<file path="src/rtl/acqc_pkg.sv">
package acqc_pkg;
  localparam int unsigned ADDR_W = 3;
  localparam int unsigned WORD_W = 16;

  localparam logic [ADDR_W-1:0] A_TRIG  = 3'd0;
  localparam logic [ADDR_W-1:0] A_START = 3'd1;
  localparam logic [ADDR_W-1:0] A_FCLR  = 3'd2;
  localparam logic [ADDR_W-1:0] A_TCCLR = 3'd3;
  localparam logic [ADDR_W-1:0] A_STAT  = 3'd4;
  localparam logic [ADDR_W-1:0] A_CTRL  = 3'd5;

  // start modes in trigger bits [1:0]
  localparam logic [1:0] MODE_NOW   = 2'd2;
  localparam logic [1:0] MODE_DELAY = 2'd3;

  // control register bit positions
  localparam int unsigned C_DMA_EN  = 3;
  localparam int unsigned C_FIFO_IE = 8;
  localparam int unsigned C_HALF_SEL = 9;
  localparam int unsigned C_TC_IE   = 11;
  localparam int unsigned C_DEMAND  = 12;

  // status word bit positions
  localparam int unsigned S_NE    = 0;
  localparam int unsigned S_OVF   = 3;
  localparam int unsigned S_EOA   = 4;
  localparam int unsigned S_CAL   = 5;
  localparam int unsigned S_PEND  = 6;
  localparam int unsigned S_TC    = 7;
  localparam int unsigned S_ID_LO = 8;

  typedef enum logic [1:0] {
    ST_ARMED = 2'd0,
    ST_WAIT  = 2'd1,
    ST_RUN   = 2'd2,
    ST_DONE  = 2'd3
  } seq_state_e;

  typedef struct packed {
    logic dma_en;
    logic fifo_ie;
    logic half_sel;
    logic tc_ie;
    logic demand;
  } ctrl_t;
endpackage

</file>
<file path="src/rtl/acqc_hostregs.sv">
module acqc_hostregs
  import acqc_pkg::*;
(
  input  logic              clk,
  input  logic              rst_n,
  input  logic              wr,
  input  logic [ADDR_W-1:0] addr,
  input  logic [WORD_W-1:0] wdata,
  output logic [1:0]        mode,
  output logic              ext_en,
  output ctrl_t             ctrl,
  output logic              start_wr,
  output logic              fclr_wr,
  output logic              tcclr_wr,
  output logic [WORD_W-1:0] trig_rd,
  output logic [WORD_W-1:0] ctrl_rd
);
  logic [1:0] mode_q, mode_d;
  logic       ext_q, ext_d;
  ctrl_t      ctrl_q, ctrl_d;
  logic       unused_wbits;

  assign unused_wbits = ^{wdata[15:13], wdata[10], wdata[7:5], wdata[2]};

  always_comb begin
    mode_d = mode_q;
    ext_d  = ext_q;
    ctrl_d = ctrl_q;
    if (wr && addr == A_TRIG) begin
      mode_d = wdata[1:0];
      ext_d  = wdata[4];
    end
    if (wr && addr == A_CTRL) begin
      ctrl_d.dma_en   = wdata[C_DMA_EN];
      ctrl_d.fifo_ie  = wdata[C_FIFO_IE];
      ctrl_d.half_sel = wdata[C_HALF_SEL];
      ctrl_d.tc_ie    = wdata[C_TC_IE];
      ctrl_d.demand   = wdata[C_DEMAND];
    end
  end

  always_ff @(posedge clk or negedge rst_n) begin
    if (!rst_n) begin
      mode_q <= '0;
      ext_q  <= 1'b0;
      ctrl_q <= '0;
    end else begin
      mode_q <= mode_d;
      ext_q  <= ext_d;
      ctrl_q <= ctrl_d;
    end
  end

  assign mode     = mode_q;
  assign ext_en   = ext_q;
  assign ctrl     = ctrl_q;
  assign start_wr = wr && (addr == A_START);
  assign fclr_wr  = wr && (addr == A_FCLR);
  assign tcclr_wr = wr && (addr == A_TCCLR);

  always_comb begin
    trig_rd = '0;
    trig_rd[1:0] = mode_q;
    trig_rd[4]   = ext_q;
    ctrl_rd = '0;
    ctrl_rd[C_DMA_EN]   = ctrl_q.dma_en;
    ctrl_rd[C_FIFO_IE]  = ctrl_q.fifo_ie;
    ctrl_rd[C_HALF_SEL] = ctrl_q.half_sel;
    ctrl_rd[C_TC_IE]    = ctrl_q.tc_ie;
    ctrl_rd[C_DEMAND]   = ctrl_q.demand;
  end
endmodule

</file>
<file path="src/rtl/acqc_start_seq.sv">
module acqc_start_seq
  import acqc_pkg::*;
#(
  parameter int unsigned DELAY_TICKS = 72
) (
  input  logic       clk,
  input  logic       rst_n,
  input  logic [1:0] mode,
  input  logic       ext_en,
  input  logic       sw_start,
  input  logic       ext_trig,
  input  logic       tick,
  input  logic       stop,
  input  logic       fclr,
  output logic       acq_en,
  output logic       eoa_set
);
  localparam int unsigned CNT_W = (DELAY_TICKS < 2) ? 1 : $clog2(DELAY_TICKS + 1);
  localparam logic [CNT_W-1:0] CNT_LOAD = CNT_W'(DELAY_TICKS);
  localparam logic [CNT_W-1:0] CNT_ONE  = CNT_W'(1);

  seq_state_e       st_q, st_d;
  logic [CNT_W-1:0] cnt_q, cnt_d;
  logic             ext_prev_q;
  logic             start_evt;
  logic             cnt_en;

  assign start_evt = sw_start || (ext_en && ext_trig && !ext_prev_q);

  always_comb begin
    st_d    = st_q;
    cnt_d   = cnt_q;
    cnt_en  = 1'b0;
    eoa_set = 1'b0;
    if (fclr) begin
      st_d   = ST_ARMED;
      cnt_d  = '0;
      cnt_en = 1'b1;
    end else begin
      unique case (st_q)
        ST_ARMED: if (start_evt) begin
          if (mode == MODE_NOW || (mode == MODE_DELAY && DELAY_TICKS == 0)) begin
            st_d = ST_RUN;
          end else if (mode == MODE_DELAY) begin
            st_d   = ST_WAIT;
            cnt_d  = CNT_LOAD;
            cnt_en = 1'b1;
          end
        end
        ST_WAIT: if (tick) begin
          cnt_en = 1'b1;
          cnt_d  = cnt_q - CNT_ONE;
          if (cnt_q == CNT_ONE) st_d = ST_RUN;
        end
        ST_RUN: if (stop) begin
          st_d    = ST_DONE;
          eoa_set = 1'b1;
        end
        ST_DONE: st_d = ST_DONE;
        default: st_d = ST_ARMED;
      endcase
    end
  end

  always_ff @(posedge clk or negedge rst_n) begin
    if (!rst_n) begin
      st_q       <= ST_ARMED;
      ext_prev_q <= 1'b0;
    end else begin
      st_q       <= st_d;
      ext_prev_q <= ext_trig;
    end
  end

  always_ff @(posedge clk or negedge rst_n) begin
    if (!rst_n) cnt_q <= '0;
    else if (cnt_en) cnt_q <= cnt_d;
  end

  assign acq_en = (st_q == ST_RUN);
endmodule

</file>
<file path="src/rtl/acqc_flags.sv">
module acqc_flags
  import acqc_pkg::*;
#(
  parameter logic [1:0] BOARD_ID = 2'd0
) (
  input  logic              clk,
  input  logic              rst_n,
  input  ctrl_t             ctrl,
  input  logic              ovf_evt,
  input  logic              eoa_evt,
  input  logic              tc_evt,
  input  logic              fclr,
  input  logic              tcclr,
  input  logic              fifo_ne,
  input  logic              fifo_half,
  input  logic              cal_busy,
  output logic [WORD_W-1:0] status,
  output logic              irq
);
  logic ovf_q, ovf_d;
  logic eoa_q, eoa_d;
  logic tc_q, tc_d;
  logic lvl_term, pend;
  logic unused_ctrl;

  assign unused_ctrl = ctrl.dma_en ^ ctrl.demand;

  always_comb begin
    // FIFO reset dominates FIFO-side flags; TC event dominates its clear
    ovf_d = fclr ? 1'b0 : (ovf_q | ovf_evt);
    eoa_d = fclr ? 1'b0 : (eoa_q | eoa_evt);
    tc_d  = tc_evt ? 1'b1 : (tcclr ? 1'b0 : tc_q);
  end

  always_ff @(posedge clk or negedge rst_n) begin
    if (!rst_n) begin
      ovf_q <= 1'b0;
      eoa_q <= 1'b0;
      tc_q  <= 1'b0;
    end else begin
      ovf_q <= ovf_d;
      eoa_q <= eoa_d;
      tc_q  <= tc_d;
    end
  end

  assign lvl_term = ctrl.half_sel ? fifo_half : fifo_ne;
  assign pend = (tc_q && ctrl.tc_ie)
             || (ctrl.fifo_ie && (lvl_term || ovf_q || eoa_q));
  assign irq = pend;

  always_comb begin
    status = '0;
    status[S_NE]   = fifo_ne;
    status[S_OVF]  = ovf_q;
    status[S_EOA]  = eoa_q;
    status[S_CAL]  = cal_busy;
    status[S_PEND] = pend;
    status[S_TC]   = tc_q;
    status[S_ID_LO+1:S_ID_LO] = BOARD_ID;
  end
endmodule

</file>
<file path="src/rtl/acqc_ctrl.sv">
module acqc_ctrl
  import acqc_pkg::*;
#(
  parameter int unsigned DELAY_TICKS = 72,
  parameter logic [1:0]  BOARD_ID    = 2'd0
) (
  input  logic        clk,
  input  logic        rst_n,
  input  logic        bus_wr,
  input  logic [2:0]  bus_addr,
  input  logic [15:0] bus_wdata,
  output logic [15:0] bus_rdata,
  input  logic        sample_tick,
  input  logic        ext_trig,
  input  logic        acq_stop,
  input  logic        fifo_ne,
  input  logic        fifo_half,
  input  logic        fifo_ovf,
  input  logic        cal_busy,
  input  logic        dma_tc,
  output logic        acq_en,
  output logic        fifo_clr,
  output logic        dma_en,
  output logic        dma_demand,
  output logic        irq
);
  logic [1:0]        mode;
  logic              ext_en;
  ctrl_t             ctrl;
  logic              start_wr, fclr_wr, tcclr_wr;
  logic [WORD_W-1:0] trig_rd, ctrl_rd, stat_w;
  logic              eoa_set;

  acqc_hostregs u_regs (
    .clk(clk), .rst_n(rst_n), .wr(bus_wr), .addr(bus_addr), .wdata(bus_wdata),
    .mode(mode), .ext_en(ext_en), .ctrl(ctrl), .start_wr(start_wr),
    .fclr_wr(fclr_wr), .tcclr_wr(tcclr_wr), .trig_rd(trig_rd), .ctrl_rd(ctrl_rd)
  );

  acqc_start_seq #(.DELAY_TICKS(DELAY_TICKS)) u_seq (
    .clk(clk), .rst_n(rst_n), .mode(mode), .ext_en(ext_en),
    .sw_start(start_wr), .ext_trig(ext_trig), .tick(sample_tick),
    .stop(acq_stop), .fclr(fclr_wr), .acq_en(acq_en), .eoa_set(eoa_set)
  );

  acqc_flags #(.BOARD_ID(BOARD_ID)) u_flags (
    .clk(clk), .rst_n(rst_n), .ctrl(ctrl), .ovf_evt(fifo_ovf),
    .eoa_evt(eoa_set), .tc_evt(dma_tc), .fclr(fclr_wr), .tcclr(tcclr_wr),
    .fifo_ne(fifo_ne), .fifo_half(fifo_half), .cal_busy(cal_busy),
    .status(stat_w), .irq(irq)
  );

  always_comb begin
    unique case (bus_addr)
      A_TRIG:  bus_rdata = trig_rd;
      A_STAT:  bus_rdata = stat_w;
      A_CTRL:  bus_rdata = ctrl_rd;
      default: bus_rdata = '0;
    endcase
  end

  assign fifo_clr   = fclr_wr;
  assign dma_en     = ctrl.dma_en;
  assign dma_demand = ctrl.demand;
endmodule

</file>
<file path="config.mk">
export PLATFORM = sky130hd
export DESIGN_NAME = acqc_ctrl
export DESIGN_NICKNAME = d
export VERILOG_FILES = /design/src/rtl/acqc_pkg.sv /design/src/rtl/acqc_hostregs.sv /design/src/rtl/acqc_start_seq.sv /design/src/rtl/acqc_flags.sv /design/src/rtl/acqc_ctrl.sv
export SDC_FILE = /design/constraint.sdc
export NUM_CORES = 1
export LEC_CHECK = 0
export BUFFER_PORTS_ARGS = -buffer_cell sky130_fd_sc_hd__buf_2
export CELL_PAD_IN_SITES_DETAIL_PLACEMENT = 0
export CELL_PAD_IN_SITES_GLOBAL_PLACEMENT = 2
export CORE_ASPECT_RATIO = 0.8
export CORE_MARGIN = 3
export CORE_UTILIZATION = 28
export CTS_CLUSTER_DIAMETER = 120
export DETAILED_ROUTE_END_ITERATION = 12
export PLACE_DENSITY_LB_ADDON = 0.25
export SLEW_MARGIN = 10
export SYNTH_ARGS = -nofsm -noshare
export SYNTH_HDL_FRONTEND = slang
export SYNTH_SLANG_ARGS = --single-unit
</file>
<file path="constraint.sdc">
create_clock -name clk -period 1.9 [get_ports clk]
set_clock_uncertainty 0.2 [all_clocks]
set_input_delay 0 -clock clk [delete_from_list [all_inputs] [get_ports clk]]
set_output_delay 0 -clock clk [all_outputs]
set_load 0.03 [all_outputs]
</file>
Word level (Yosys, flattened, before mapping)
Cells that the tools add are included.
Widths: inputs -> output; s select.
Storage, ports and cells
  ROM bits: 0
  output and inout port bits: 21
  memories kept: 0
  RAM bits: 0
  flip-flop bits (word level): 21
  bits in latches: 0
Cells by class
  reduce and logical (&&, ||, !) cells: 20
  multiply operators: 0
  $lt $le $gt $ge: 0
  shift-type cells: 0
  equal/unequal tests: 18
  multiplexer cells: 29
  divide/modulo/power cells: 0
  bitwise gates (word level): 2
  add/sub/neg operators: 1
Operator list (number)
  $pmux 13 s3: 1
  $mux 7: 5
  $mux 2: 7
  $pmux 7 s2: 1
  $mux 1: 13
  $logic_and 1x1->1: 9
  $ne 3x1->1 const B: 3
  $ne 3x2->1 const B: 3
  $eq 2x2->1 const B: 4
  $pmux 2 s4: 1
  $eq 7x1->1 const B: 1
  $sub 7x1->7 const B: 1
  $eq 3x2->1 const B: 2
  $eq 3x3->1 const B: 2
  $reduce_and 6->1: 1
  $reduce_and 5->1: 1
  $logic_or 1x1->1: 4
  $ne 4x1->1 const B: 1
  $eq 3x1->1 const B: 1
  $logic_not 3->1: 1
  $reduce_bool 3->1: 1
  $eq 2x1->1 const B: 1
  $logic_not 2->1: 1
  $or 1x1->1: 2
  other kinds (3): 3

Longest topological paths before layout
  word-level depth: 7
  mapped depth: 6
  mapped depth without buffers: 6

By module
Synthesis repeated with hierarchy kept, for this count alone.
Second synthesis, totals
  cell total of the unflattened synthesis: 220
  area, all modules: 1960.6 um^2
By module, submodules not included
  acqc_start_seq: times used 1, seq. area each 250.2 um^2, area each 668.1 um^2, cells each 79
  acqc_hostregs: times used 1, seq. area each 200.2 um^2, area each 605.6 um^2, cells each 54
  acqc_ctrl: times used 1, seq. area each 0.0 um^2, area each 427.9 um^2, cells each 57
  acqc_flags: times used 1, seq. area each 75.1 um^2, area each 259.0 um^2, cells each 30

Worst setup path after synthesis
Ideal clock, no wire load.
  kind: register to register
  from: reg u_seq.cnt_q[0]
  to: reg u_seq.cnt_q[4]
  cell stages (with the launch flop): 7
  setup slack: 243 ps
  required time: 1618 ps
  data arrival time: 1375 ps
  cell sequence: dfrtp_1 inv_1 ha_1 or3b_2 nor2_1 o21ai_0 a31oi_1
On the way
  word-level cells in the longest chain between the ends: 4
Ends and longest elaborated chain
  start, declared: RTL line acqc_start_seq.sv:23  | logic [CNT_W-1:0] cnt_q, cnt_d;
  start signal, assigned: RTL line acqc_start_seq.sv:77  | else if (cnt_en) cnt_q <= cnt_d;
  $sub 7x1->7: RTL line acqc_start_seq.sv:52  | cnt_d = cnt_q - CNT_ONE;
  $mux 7: RTL line acqc_start_seq.sv:50  | ST_WAIT: if (tick) begin
  $pmux 7 s2: RTL line acqc_start_seq.sv:40  | unique case (st_q)
  $mux 7: RTL line acqc_start_seq.sv:35  | if (fclr) begin
Every way passes these cells. The select of a mux whose other input is x is not followed.
A chain may end at the register's enable or synchronous reset.

Final worst setup path
Ends and elaborated chain as after synthesis.

==> out/metrics.cfg <==
[drt]
highest_layer = met4
vias_per_cell = 4.63
wl_met3_um = 182
dr.pass1.iters = 4
remaining_drc_errors = 0
wl_per_cell_um = 13.4
wirelength_met1_um = 1550
first_iter_violations = 41
wl_met2_um = 1360
routed-via-count = 1073
ant_nets = 0
totalWireLength_um = 3110

[final_layout]
fin_nets = 208
final_common_cell = buf_2
n_fill_cell = 455
diodes = 0
most-common-layout-cells = buf_2, dfrtp_1, dlygate4sd3_1
area_delta_synth_final_pct = 33.3
fin_cells = 232
drive_above_1_share_pct = 33.7

[status]
status = complete, no violations

[clock_tree]
post_cts_buffers = 0
tritoncts = built
cts_num_sinks = 21
ctsRootBufferMaster = clkbuf_8
clk_latency_ns = 0.26
clk_path_buf_depth = 2
cts_buffers = 3
path_clk_slew_ns = 0.08
cts_htree_levels = 1

[timing]
slew_viol_final = 0
fin_crit_sh_pct = 93.3
fin_hold_ws_ns = 0.0238
worst_slack_ns = 0.128
hold_violations = 0
tns_ns = 0
fmax_mhz = 564
tightest_slew_ns = 0.500
slew_headroom_pct = 66.7
setup_viol = 0
fin_crit_ns = 1.77
rsz0062_at_grt = false

[yosys]
synth_area_per_cell_um2 = 10.4
yosysWarnings = 0
ys.flop_type = dfrtp_1
synth_enable_flop_cells = 0
ys_seq_area_share_pct = 41.7
synth_area_um2 = 1260
ys_async_sr_fraction_pct = 100
syn-instance-count = 121
synth.distinct_cells = 44
synth-seq-cells = 21

[floorplan]
fp.dieW_um = 81.0
die_y_um = 66.0
core_um2 = 4260
start_util_pct = 29.6
fp.dieArea_um2 = 5340
rows = 21
ios = 51

[global_route]
track_usage_pct = 11.8
overflow = 0
grt_start_max_net_pins = 22
grt_pass1_wl_um = 4910
grt_pass1_vias = 1007
grt_antenna_before_repair = 0

[setup_path]
max_stage_delay_ns = 0.46
crit_buf_inv = 1
endpoint_kind = flop
critPathRequiredTime_ns = 1.88
crit_fanout = 4
critical-path-top-delay-family = simple AND/OR/NAND/NOR gates
timing_worst_setup_path_type = reg2reg
critPathArrivalTime_ns = 1.75
crit_slowest_cell = or3b_2
path_cells = inv_1 -> ha_2 -> or3b_2 -> nor2_1 -> o21ai_0 -> a31oi_1
start_kind = flop

[power]
ir_drop_mv = 0.389
leakage_uw = 0.000786
powerDensity_nw_per_um2 = 1050

[placed_design]
hpwl_um = 2340
port_buffers = 37
dp.cells = 212
gp_congestion = 0.795
place_ws_ns = 0.143

[hold_path]
min_path_type = in2reg

[flow_run]
drv_cap = 0

Yosys cell counts, drive strengths merged (2+ instances only):
master | number | area [um2]
and3b | 2 | 17.5
nor3b | 3 | 22.5
dfrtp | 21 | 526
nand2b | 2 | 20.0
ha | 2 | 25.0
mux2 | 7 | 78.8
nor2 | 11 | 43.8
nand2 | 9 | 33.8
a21oi | 5 | 25.0
nor3 | 4 | 20.0
o21ai | 2 | 10.0
a311oi | 2 | 17.5
or3 | 2 | 17.5
buf | 7 | 60.1
and2 | 7 | 43.8
nor2b | 2 | 12.5
a211oi | 2 | 20.0
inv | 5 | 18.8
o31a | 2 | 17.5
o21a | 2 | 15.0
mux2i | 4 | 40.0
o32ai | 2 | 25.0
layout make-up:
class                           instances  area (um2)  share of cell area, %
Multi-Input combinational cell         91         667                   39.7
Timing Repair Buffer                   53         345                   20.6
Tap cell                               57        71.3                   4.25
Inverter                                6        23.8                   1.42
Clock buffer                            4        45.0                   2.68
Sequential cell                        21         526                   31.3
timing repair:
item,4_1_cts,5_1_grt
hold endpoints to repair,34,0
setup endpoints to repair,0,1
gates resized for setup,0,1
hold buffers,16,0
final timing paths:
check | slack, ns | endpoint | startpoint | cells past startpoint
min | 0.02 | u_regs.mode[1]$_DFFE_PN0P_ | bus_addr[1] | 3
max | 0.13 | u_seq.cnt_q[4]$_DFFE_PN0P_ | u_seq.cnt_q[0]$_DFFE_PN0P_ | 6
max reg2reg | 0.13 | u_seq.cnt_q[4]$_DFFE_PN0P_ | u_seq.cnt_q[0]$_DFFE_PN0P_ | 6
max in group asynchronous | 1.12 | u_seq.cnt_q[1]$_DFFE_PN0P_ | rst_n | 2
min reg2reg | 0.30 | u_seq.cnt_q[4]$_DFFE_PN0P_ | u_seq.cnt_q[4]$_DFFE_PN0P_ | 1
min in group asynchronous | 0.03 | u_seq.st_q[1]$_DFFE_PN0P_ | rst_n | 2
stage by stage:
stage,util [%],instance area [um2],power (uW)
floorplan,-,1270,1270
global placement,34.5,1470,1450
detailed placement,34.5,1470,1450
CTS,39.4,1680,1780
global route,39.4,1680,1890
finish,39.4,1680,1760
per-layer routing:
metal | up-vias | GRT usage (%)
li1 | 526 | -
met1 | 520 | 16.5
met2 | 25 | 18.5
met3 | 2 | 3.41
met4 | 0 | 1.27
met5 | - | 0
worst reg2reg max path: cells and delay by family (launching register included):
kind	cells	cell delay (ns)
adders and majority gates	1	0.20
AOI/OAI and AO/OA	2	0.21
DFF	1	0.42
buffers and inverters	1	0.10
and+or+nand+nor	2	0.58
report_power, final:
part | internal [uW] | switching, uW | leakage [uW]
Clock | 149 | 141 | 0.0000228
Sequential | 591 | 157 | 0.000251
Combinational | 337 | 389 | 0.000513
cells by family after synthesis:
family          count (synthesis)  share of synthesized area (%)
xor+xnor                        2                           1.39
simple gates                   48                           23.9
flops                          21                           41.7
other cells                     1                          0.298
mux                            11                           9.44
compound gates                 23                           14.6
buf+inv                        13                           6.66
fa+ha+maj                       2                           1.99
registers in the layout (all words and copies together) (netlist names), 2 cells and up:
register	count
u_regs.ctrl	5
u_seq.st_q	2
u_seq.cnt_q	7
u_regs.mode	2
No activity file was read; power rests on OpenSTA's default activity.
